### config.mk
export PLATFORM = sky130hd
export DESIGN_NAME = mbx_responder
export DESIGN_NICKNAME = d
export VERILOG_FILES = /design/src/rtl/mbx_pkg.sv /design/src/rtl/mbx_ctrl.sv /design/src/rtl/mbx_data.sv /design/src/rtl/mbx_responder.sv
export SDC_FILE = /design/constraint.sdc
export NUM_CORES = 2
export LEC_CHECK = 0
export BUFFER_PORTS_ARGS = -buffer_cell sky130_fd_sc_hd__buf_4
export CAP_MARGIN = 20
export CORE_MARGIN = 2
export CORE_UTILIZATION = 63
export DETAILED_ROUTE_END_ITERATION = 12
export HOLD_SLACK_MARGIN = 0.15
export PLACE_DENSITY_LB_ADDON = 0.08
export REMOVE_ABC_BUFFERS = 1
export SLEW_MARGIN = 20
export SYNTH_ARGS = -nofsm -noshare
export SYNTH_HDL_FRONTEND = slang
export SYNTH_HIERARCHICAL = 1
export SYNTH_SLANG_ARGS = --single-unit
### constraint.sdc
create_clock -name clk -period 5.2 [get_ports clk]
set_input_delay 0 -clock clk [delete_from_list [all_inputs] [get_ports clk]]
set_output_delay 0 -clock clk [all_outputs]
set_load 0.01 [all_outputs]
### src/rtl/mbx_pkg.sv
`timescale 1ns/1ps
package mbx_pkg;

  typedef enum logic [1:0] {
    ADDR_CTRL  = 2'd0,
    ADDR_STAT  = 2'd1,
    ADDR_WDATA = 2'd2,
    ADDR_RDATA = 2'd3
  } regAddr_e;

  localparam int GO_BIT     = 0;
  localparam int ABORT_BIT  = 1;
  localparam int STAT_BUSY  = 0;
  localparam int STAT_ERR   = 1;
  localparam int STAT_READY = 2;
  localparam int LEN_W      = 18;
  localparam int VEND_W     = 16;
  localparam int TYPE_W     = 8;

  // strobes from control to datapath
  typedef struct packed {
    logic reqPush;  // store write data into the request buffer
    logic rspCopy;  // move one dword from request to response buffer
  } dpStrobe_t;

endpackage

### src/rtl/mbx_ctrl.sv
`timescale 1ns/1ps
module mbx_ctrl
  import mbx_pkg::*;
#(
  parameter int DEPTH = 64,
  parameter logic [VEND_W-1:0] VENDOR_ID = 16'hB2C4,
  parameter logic [TYPE_W-1:0] OBJ_TYPE  = 8'h01,
  localparam int CW = $clog2(DEPTH + 1),
  localparam int IW = (DEPTH > 1) ? $clog2(DEPTH) : 1
) (
  input  logic              clk,
  input  logic              rstN,
  input  logic              regWr,
  input  logic [1:0]        regAddr,
  input  logic [1:0]        ctrlBits,
  input  logic [VEND_W-1:0] hdrVend,
  input  logic [TYPE_W-1:0] hdrType,
  input  logic [LEN_W-1:0]  hdrLen,
  output dpStrobe_t         strobe,
  output logic [IW-1:0]     pushIdx,
  output logic [IW-1:0]     copyIdx,
  output logic [IW-1:0]     rdIdx,
  output logic              busy,
  output logic              err,
  output logic              ready
);

  logic          busyQ, errQ, readyQ;
  logic [CW-1:0] wrCnt, copyCnt, rspLen, rdCnt;

  logic ctrlWr, abortCmd, goCmd, dataWr, ackWr;
  logic bufFull, hdrOk, lenOk, reqValid;

  always_comb begin
    ctrlWr   = regWr && (regAddr == ADDR_CTRL);
    abortCmd = ctrlWr && ctrlBits[ABORT_BIT];
    goCmd    = ctrlWr && ctrlBits[GO_BIT] && !ctrlBits[ABORT_BIT];
    dataWr   = regWr && (regAddr == ADDR_WDATA);
    ackWr    = regWr && (regAddr == ADDR_RDATA);
    bufFull  = (wrCnt == CW'(DEPTH));
    hdrOk    = (hdrVend == VENDOR_ID) && (hdrType == OBJ_TYPE);
    lenOk    = (hdrLen >= LEN_W'(2)) && (32'(hdrLen) == 32'(wrCnt));
    reqValid = (wrCnt >= CW'(2)) && hdrOk && lenOk;
  end

  always_comb begin
    strobe.reqPush = dataWr && !busyQ && !bufFull;
    strobe.rspCopy = busyQ && !abortCmd;
    pushIdx = wrCnt[IW-1:0];
    copyIdx = copyCnt[IW-1:0];
    rdIdx   = rdCnt[IW-1:0];
    busy    = busyQ;
    err     = errQ;
    ready   = readyQ;
  end

  always_ff @(posedge clk) begin
    if (!rstN || abortCmd) begin
      busyQ   <= 1'b0;
      errQ    <= 1'b0;
      readyQ  <= 1'b0;
      wrCnt   <= '0;
      copyCnt <= '0;
      rspLen  <= '0;
      rdCnt   <= '0;
    end else if (busyQ) begin
      if (copyCnt == rspLen - CW'(1)) begin
        busyQ  <= 1'b0;
        readyQ <= 1'b1;
        rdCnt  <= '0;
      end else begin
        copyCnt <= copyCnt + CW'(1);
      end
    end else if (dataWr) begin
      if (bufFull) errQ  <= 1'b1;
      else         wrCnt <= wrCnt + CW'(1);
    end else if (ackWr && readyQ) begin
      if (rdCnt == rspLen - CW'(1)) readyQ <= 1'b0;
      rdCnt <= rdCnt + CW'(1);
    end else if (goCmd && !errQ) begin
      wrCnt <= '0;
      if (reqValid) begin
        busyQ   <= 1'b1;
        readyQ  <= 1'b0;
        copyCnt <= '0;
        rspLen  <= wrCnt;
      end else begin
        errQ <= 1'b1;
      end
    end
  end

endmodule

### src/rtl/mbx_data.sv
`timescale 1ns/1ps
module mbx_data
  import mbx_pkg::*;
#(
  parameter int DEPTH = 64,
  localparam int IW = (DEPTH > 1) ? $clog2(DEPTH) : 1
) (
  input  logic              clk,
  input  dpStrobe_t         strobe,
  input  logic [IW-1:0]     pushIdx,
  input  logic [IW-1:0]     copyIdx,
  input  logic [IW-1:0]     rdIdx,
  input  logic [1:0]        regAddr,
  input  logic [31:0]       regWrData,
  input  logic              busy,
  input  logic              err,
  input  logic              ready,
  output logic [VEND_W-1:0] hdrVend,
  output logic [TYPE_W-1:0] hdrType,
  output logic [LEN_W-1:0]  hdrLen,
  output logic [31:0]       regRdData
);

  logic [31:0] reqMem [DEPTH];
  logic [31:0] rspMem [DEPTH];

  always_ff @(posedge clk) begin
    if (strobe.reqPush) reqMem[pushIdx] <= regWrData;
    if (strobe.rspCopy) rspMem[copyIdx] <= reqMem[copyIdx];
  end

  // header fields for validation by the control side
  logic [31:0] hdrWord0, hdrWord1;
  always_comb begin
    hdrWord0 = reqMem[0];
    hdrWord1 = reqMem[IW'(1)];
    hdrVend  = hdrWord0[VEND_W-1:0];
    hdrType  = hdrWord0[VEND_W +: TYPE_W];
    hdrLen   = hdrWord1[LEN_W-1:0];
  end

  always_comb begin
    regRdData = '0;
    unique case (regAddr)
      ADDR_STAT: begin
        regRdData[STAT_BUSY]  = busy;
        regRdData[STAT_ERR]   = err;
        regRdData[STAT_READY] = ready;
      end
      ADDR_RDATA: if (ready) regRdData = rspMem[rdIdx];
      default:    regRdData = '0;
    endcase
  end

endmodule

### src/rtl/mbx_responder.sv
`timescale 1ns/1ps
module mbx_responder
  import mbx_pkg::*;
#(
  parameter int DEPTH = 64,
  parameter logic [VEND_W-1:0] VENDOR_ID = 16'hB2C4,
  parameter logic [TYPE_W-1:0] OBJ_TYPE  = 8'h01
) (
  input  logic        clk,
  input  logic        rstN,
  input  logic        regWr,
  input  logic [1:0]  regAddr,
  input  logic [31:0] regWrData,
  output logic [31:0] regRdData
);

  localparam int IW = (DEPTH > 1) ? $clog2(DEPTH) : 1;

  dpStrobe_t         strobe;
  logic [IW-1:0]     pushIdx, copyIdx, rdIdx;
  logic              busy, err, ready;
  logic [VEND_W-1:0] hdrVend;
  logic [TYPE_W-1:0] hdrType;
  logic [LEN_W-1:0]  hdrLen;

  mbx_ctrl #(.DEPTH(DEPTH), .VENDOR_ID(VENDOR_ID), .OBJ_TYPE(OBJ_TYPE)) u_ctrl (
    .clk(clk), .rstN(rstN), .regWr(regWr), .regAddr(regAddr),
    .ctrlBits(regWrData[1:0]), .hdrVend(hdrVend), .hdrType(hdrType), .hdrLen(hdrLen),
    .strobe(strobe), .pushIdx(pushIdx), .copyIdx(copyIdx), .rdIdx(rdIdx),
    .busy(busy), .err(err), .ready(ready)
  );

  mbx_data #(.DEPTH(DEPTH)) u_data (
    .clk(clk), .strobe(strobe), .pushIdx(pushIdx), .copyIdx(copyIdx), .rdIdx(rdIdx),
    .regAddr(regAddr), .regWrData(regWrData), .busy(busy), .err(err), .ready(ready),
    .hdrVend(hdrVend), .hdrType(hdrType), .hdrLen(hdrLen), .regRdData(regRdData)
  );

endmodule

# [Word-level counts from Yosys, hierarchy flattened]
# Memories as Yosys holds them, arrays and structs flattened. A register that Yosys moved wholly into a read port is not among the register bits.
# Index checks and enable logic that the tools add are counted.
[word_totals] mem_count=2 reg_bits=31 ramBits=4096 wordCells=114 in_bits=37
[mem_list] memory="u_data.reqMem" words=64 width=32 rd=3 rd_clocked_by_memory_dff=1 write_ports=1 line="mbx_data.sv:24" source="logic [31:0] reqMem [DEPTH];"
[mem_list] memory="u_data.rspMem" words=64 width=32 rd=1 rd_clocked_by_memory_dff=1 write_ports=1 line="mbx_data.sv:25" source="logic [31:0] rspMem [DEPTH];"
[op_classes] n_eq_ne=18 muxes=43 n_bitwise=3 magnitude_cmp=2 n_reduce_logical=35 n_addsub=4
[op_table] cell="two-way mux 7 bit" count=14
[op_table] cell="two-way mux 32 bit" count=1
[op_table] cell="two-way mux 29 bit" count=1
[op_table] cell="two-way mux 6 bit" count=4
[op_table] cell="two-way mux 1 bit" count=22
[op_table] cell="adder 7 x 1 -> 7 bit, second input constant" count=3
[op_table] cell="AND reduction 5 bit" count=4
[op_table] cell="== test 18 x 7 -> 1 bit" count=1
[op_table] cell=">= comparator 18 x 2 -> 1 bit, second input constant" count=1
[op_table] cell="== test 16 bit, second input constant" count=1
[op_table] cell="logical AND 1 bit" count=15
[op_table] cell="== test 7 bit" count=2
[op_table] cell="== test 8 x 1 -> 1 bit, second input constant" count=1
[op_table] cell="!= test 2 x 1 -> 1 bit, second input constant" count=4
[op_table] cell="!= test 2 bit, second input constant" count=4
[op_table] cell="nonzero test 2 bit" count=4
[op_table] cell="== test 7 bit, second input constant" count=1
[op_table] cell=">= comparator 7 x 2 -> 1 bit, second input constant" count=1
[op_table] cell="subtractor 7 x 1 -> 7 bit, second input constant" count=1
[op_table] cell="logical NOT 1 bit" count=6
[op_table] cell="case mux 3 bit (2 select lines)" count=1
[op_table] cell="nonzero test 3 bit" count=2
[op_table] cell="== test 2 bit, second input constant" count=2
[op_table] cell="AND reduction 4 bit" count=1
[op_table] cell="other kinds (6)" count=8

# [Longest topological paths before layout]
[logic_depth] depth_word=11 ltp_mapped=12 depth_no_buf=8

# [Modules after synthesis]
# Netlist, hierarchy kept.
[by_module_without_submodules] mod="mbx_data" cells_per_inst=7322 seq_area_each_um2=122998.0 n_inst=1 area_per_inst_um2=156970.5
[by_module_without_submodules] mod="mbx_ctrl" cells_per_inst=254 seq_area_each_um2=620.6 n_inst=1 area_per_inst_um2=2179.6

# [Worst setup path after synthesis]
# Ideal clock, no wire load.
[synth_timing] path_type="register to register" start="register u_ctrl.copyCnt[2]" end="memory u_data.rspMem[18][0] (enable)" period_less_slack_ps=4334 t_arrival_ps=3873 setup_time_ps=461 stages_incl_launch_ff=10 n_path_buf=8 slack_ps=866 path_cell_list="dfxtp_1 buf_4 buf_4 buf_6 buf_4 buf_2 buf_2 buf_2 buf_2 nor3_1"
[synth_lines] element="start, declared" line="mbx_ctrl.sv:29" source="logic [CW-1:0] wrCnt, copyCnt, rspLen, rdCnt;"
[synth_lines] element="start signal, assigned" line="mbx_ctrl.sv:72" source="copyCnt <= copyCnt + CW'(1);"
[synth_lines] element="end, declared" line="mbx_data.sv:25"
# No word-level cell before the write port.

==> out/results.txt <==
Status: finished, final reports clean
CP peak stage delay: 920 ps
Leak Pwr: 55.2 nW
Die X: 507 um
WP data required: 5800 ps
Slew headroom: 14.3%
Vias in the first global route: 82200
Initial Utilization: 63.4%
H-tree levels: 5
Synth top area share: 77.3%
Die extent in y: 507 um
Peak VDD IR: 0.400 mV
Final min period: 4860 ps
Design area: 180000 sq um
Grt ovf: 0
CP arrival: 5470 ps
Area of the mapped netlist: 159000 sq um
Ports: 69
Worst setup margin: 337 ps
Worst Reg-to-Reg Cells: 7
Worst setup EP type: register
Worst hold slack: 188 ps
Cells after synthesis: 7576
Period utilization: 93.5%
DP Worst Slack: 665 ps
Sw power: 12.8 mW
Flops & latches, synth: 4127
Worst skew pair latency: 990 ps
Seq pwr share: 55.0%
DP HPWL: 267 mm
Synth area leader: edfxtp_1
Post-synth top cells: 4096 x edfxtp_1, 774 x mux4_2, 244 x a22oi_1
Clock Sinks: 4127
First-pass GRT wire length: 645 mm
Internal reg-to-reg setup slack: 340 ps
Std cell rows: 184
Final net count: 8060
Sw Share: 19.3%
# DRC: 0
Max-slew violation count: 0
Setup Viol. Count Final: 0
Port bufs: 68
Core Footprint: 251000 sq um
Synthesis-to-finish area growth: 13.4%
Total track usage: 36.5%
Hold path depth: 2
Largest net degree at the start of global routing: 91
Final hold violation count: 0
Slowest cell on crit path: dfxtp_4
Reg clk slew, reported paths: 60 ps
Post-route antenna net violation count: 0
Ys flop type: edfxtp_1
FFs w/ async S/R, synth: 0%
DIE AREA: 257000 sq um
Clock Skews: 67.7 ps
Setup_tns: 0 ps
Hold path start: regWrData[9]
Iteration-0 DRC Markers: 13800
Crit Path Max Fanout: 64
Worst hold path endpoint: u_data/reqMem[11][9]
Hold WC Path Type: input pin to register
DRT Pass-1 Iters: 6
Clk root buf: clkbuf_16
Fillers: 14500
Share of cells above drive strength 1: 27.1%
CTS Buf Count: 411
Worst r2r dst: u_data/rspMem[13][4]
CTS tree: done
Gpl congestion: 1.03
RSZ-0062 raised after global routing: no
Max clock buf depth: 4
Pwr dens: 367 nW/um^2
Yosys Warn Count: 6
Crit path cell chain: buf_4, mux2_2, a221oi_1, o22ai_1, a221oi_1, nand4_1, buf_4
Vias per cell: 7.26
Synth cell types: 87
Most common cell in the netlist: edfxtp_1
Comb power frac: 1.0%
Max-cap violation count: 0
WL final: 467 mm
Internal power: 53.5 mW
FF-to-FF Start: u_ctrl/copyCnt[2]
Top cells by area, synth: edfxtp_1 77%, mux4_2 11%, mux2_2 1.4%, a221oi_1 1.3%, a22oi_1 1.2%
Initial antenna violation count: 20
Placed Area: 167000 sq um
Crit start category: register
Number of synthesized flops with an enable pin: 4096
Routed wire length per instance: 39.9 um
Vias post-DR: 84900
CP Class: register to register
F_max: 206 MHz
Worst Max-Slew Pin Slew: 1290 ps
Seq/Total Area, Yosys: 77.7%
Clock share of power: 44.0%
Avg Cell Area, Syn: 21.0 sq um
[metal layers]
layer | part of all wire [%] | track usage [%] | vias to the layer above
met5 | 0.0092 | 0.0185 | -
met4 | 6.7 | 20.0 | 6
met2 | 47 | 55.9 | 6242
met3 | 12 | 8.47 | 1200
met1 | 35 | 49.4 | 44600
li1 | - | - | 32900
[through the flow]
stage / std cells / utilization (%) / power (mW)
after global routing: 11700 / 71.8 / 67.7
after global placement: 10900 / 66.3 / 37.7
after detailed placement: 10900 / 66.4 / 37.8
after CTS: 11700 / 71.8 / 66.4
after floorplan: 7051 / - / 37.3
final: 11700 / 71.8 / 66.2
[what timing repair did]
item,in CTS,in global routing
gates resized for setup,0,0
endpoints found under the hold margin,2079,0
hold buffers,48,0
setup buffers,0,0
[layout make-up]
class | count | area (sq um) | area share (%)
antenna | 14 | 35.0 | 0.0194
inverter | 14 | 65.1 | 0.0361
clock buffer | 491 | 10700 | 5.95
sequential | 4127 | 124000 | 68.5
multi-input combinational | 2910 | 33900 | 18.8
tap | 3348 | 4190 | 2.32
timing repair buffer | 553 | 5400 | 2.99
clock inverter | 240 | 2400 | 1.33
[cells in the final DEF (no fill, tap or decap), drive strengths merged, types with 44 or more instances in the layout]
cell,synthesis,layout
buf,360,507
dlygate4sd3,0,46
mux2i,183,183
o22ai,86,86
nand4,44,44
bufinv,0,46
nand2,238,238
o21ai,86,86
edfxtp,4096,4096
mux4,774,774
nor2,218,218
a22oi,244,244
a221oi,236,236
mux2,192,192
a21oi,105,105
clkinv,2,168
clkbuf,165,491
[power by group through the flow]
stage | clock [mW] | combinational (mW) | sequential, mW
2_1_floorplan | 0 | 0.103 | 37.2
4_1_cts | 29.3 | 0.636 | 36.4
5_1_grt | 30.6 | 0.671 | 36.4
6_report | 29.2 | 0.650 | 36.4
3_5_place_dp | 0 | 0.604 | 37.1
3_3_place_gp | 0 | 0.572 | 37.1
[cells by family after synthesis]
logic type               synth area share (%)
flip-flops                               77.7
multiplexers                             13.5
AO/OA/AOI/OAI                            4.64
AND/OR/NAND/NOR                          2.24
buffers and inverters                    1.74
XOR/XNOR                                0.199
adder cells (fa/ha/maj)                0.0472
[registers in the layout (all words and copies together), names as in the netlist]
| register | cells |
|---|---|
| u_data/reqMem | 2048 |
| u_ctrl/copyCnt | 7 |
| u_ctrl/err | 1 |
| u_ctrl/rspLen | 7 |
| u_ctrl/wrCnt | 7 |
| u_data/rspMem | 2048 |
| u_ctrl/rdCnt | 7 |
| u_ctrl/busy | 1 |
| u_ctrl/ready | 1 |
[worst max path at each step]
stage	startpoint	end	slack, ps	depth (start not counted)
floorplan	u_ctrl/copyCnt[2]	u_data/rspMem[0][30]	-17310	5
global placement	u_ctrl/copyCnt[1]	u_data/rspMem[56][11]	370	7
detailed placement	u_ctrl/copyCnt[0]	u_data/rspMem[3][16]	660	6
CTS	u_ctrl/rdCnt[0]	regRdData[5]	410	7
global route	u_ctrl/rdCnt[0]	regRdData[1]	320	6
finish	u_ctrl/copyCnt[2]	u_data/rspMem[13][4]	340	7
[worst max-delay path: cells and delay by family (launching register included)]
kind / cells / cell delay [ps]
and+or+nand+nor: 1 / 530
muxes: 1 / 400
AOI/OAI and AO/OA: 3 / 1460
buffers and inverters: 2 / 1070
DFF: 1 / 920
Power figures use the tool's default switching activity.
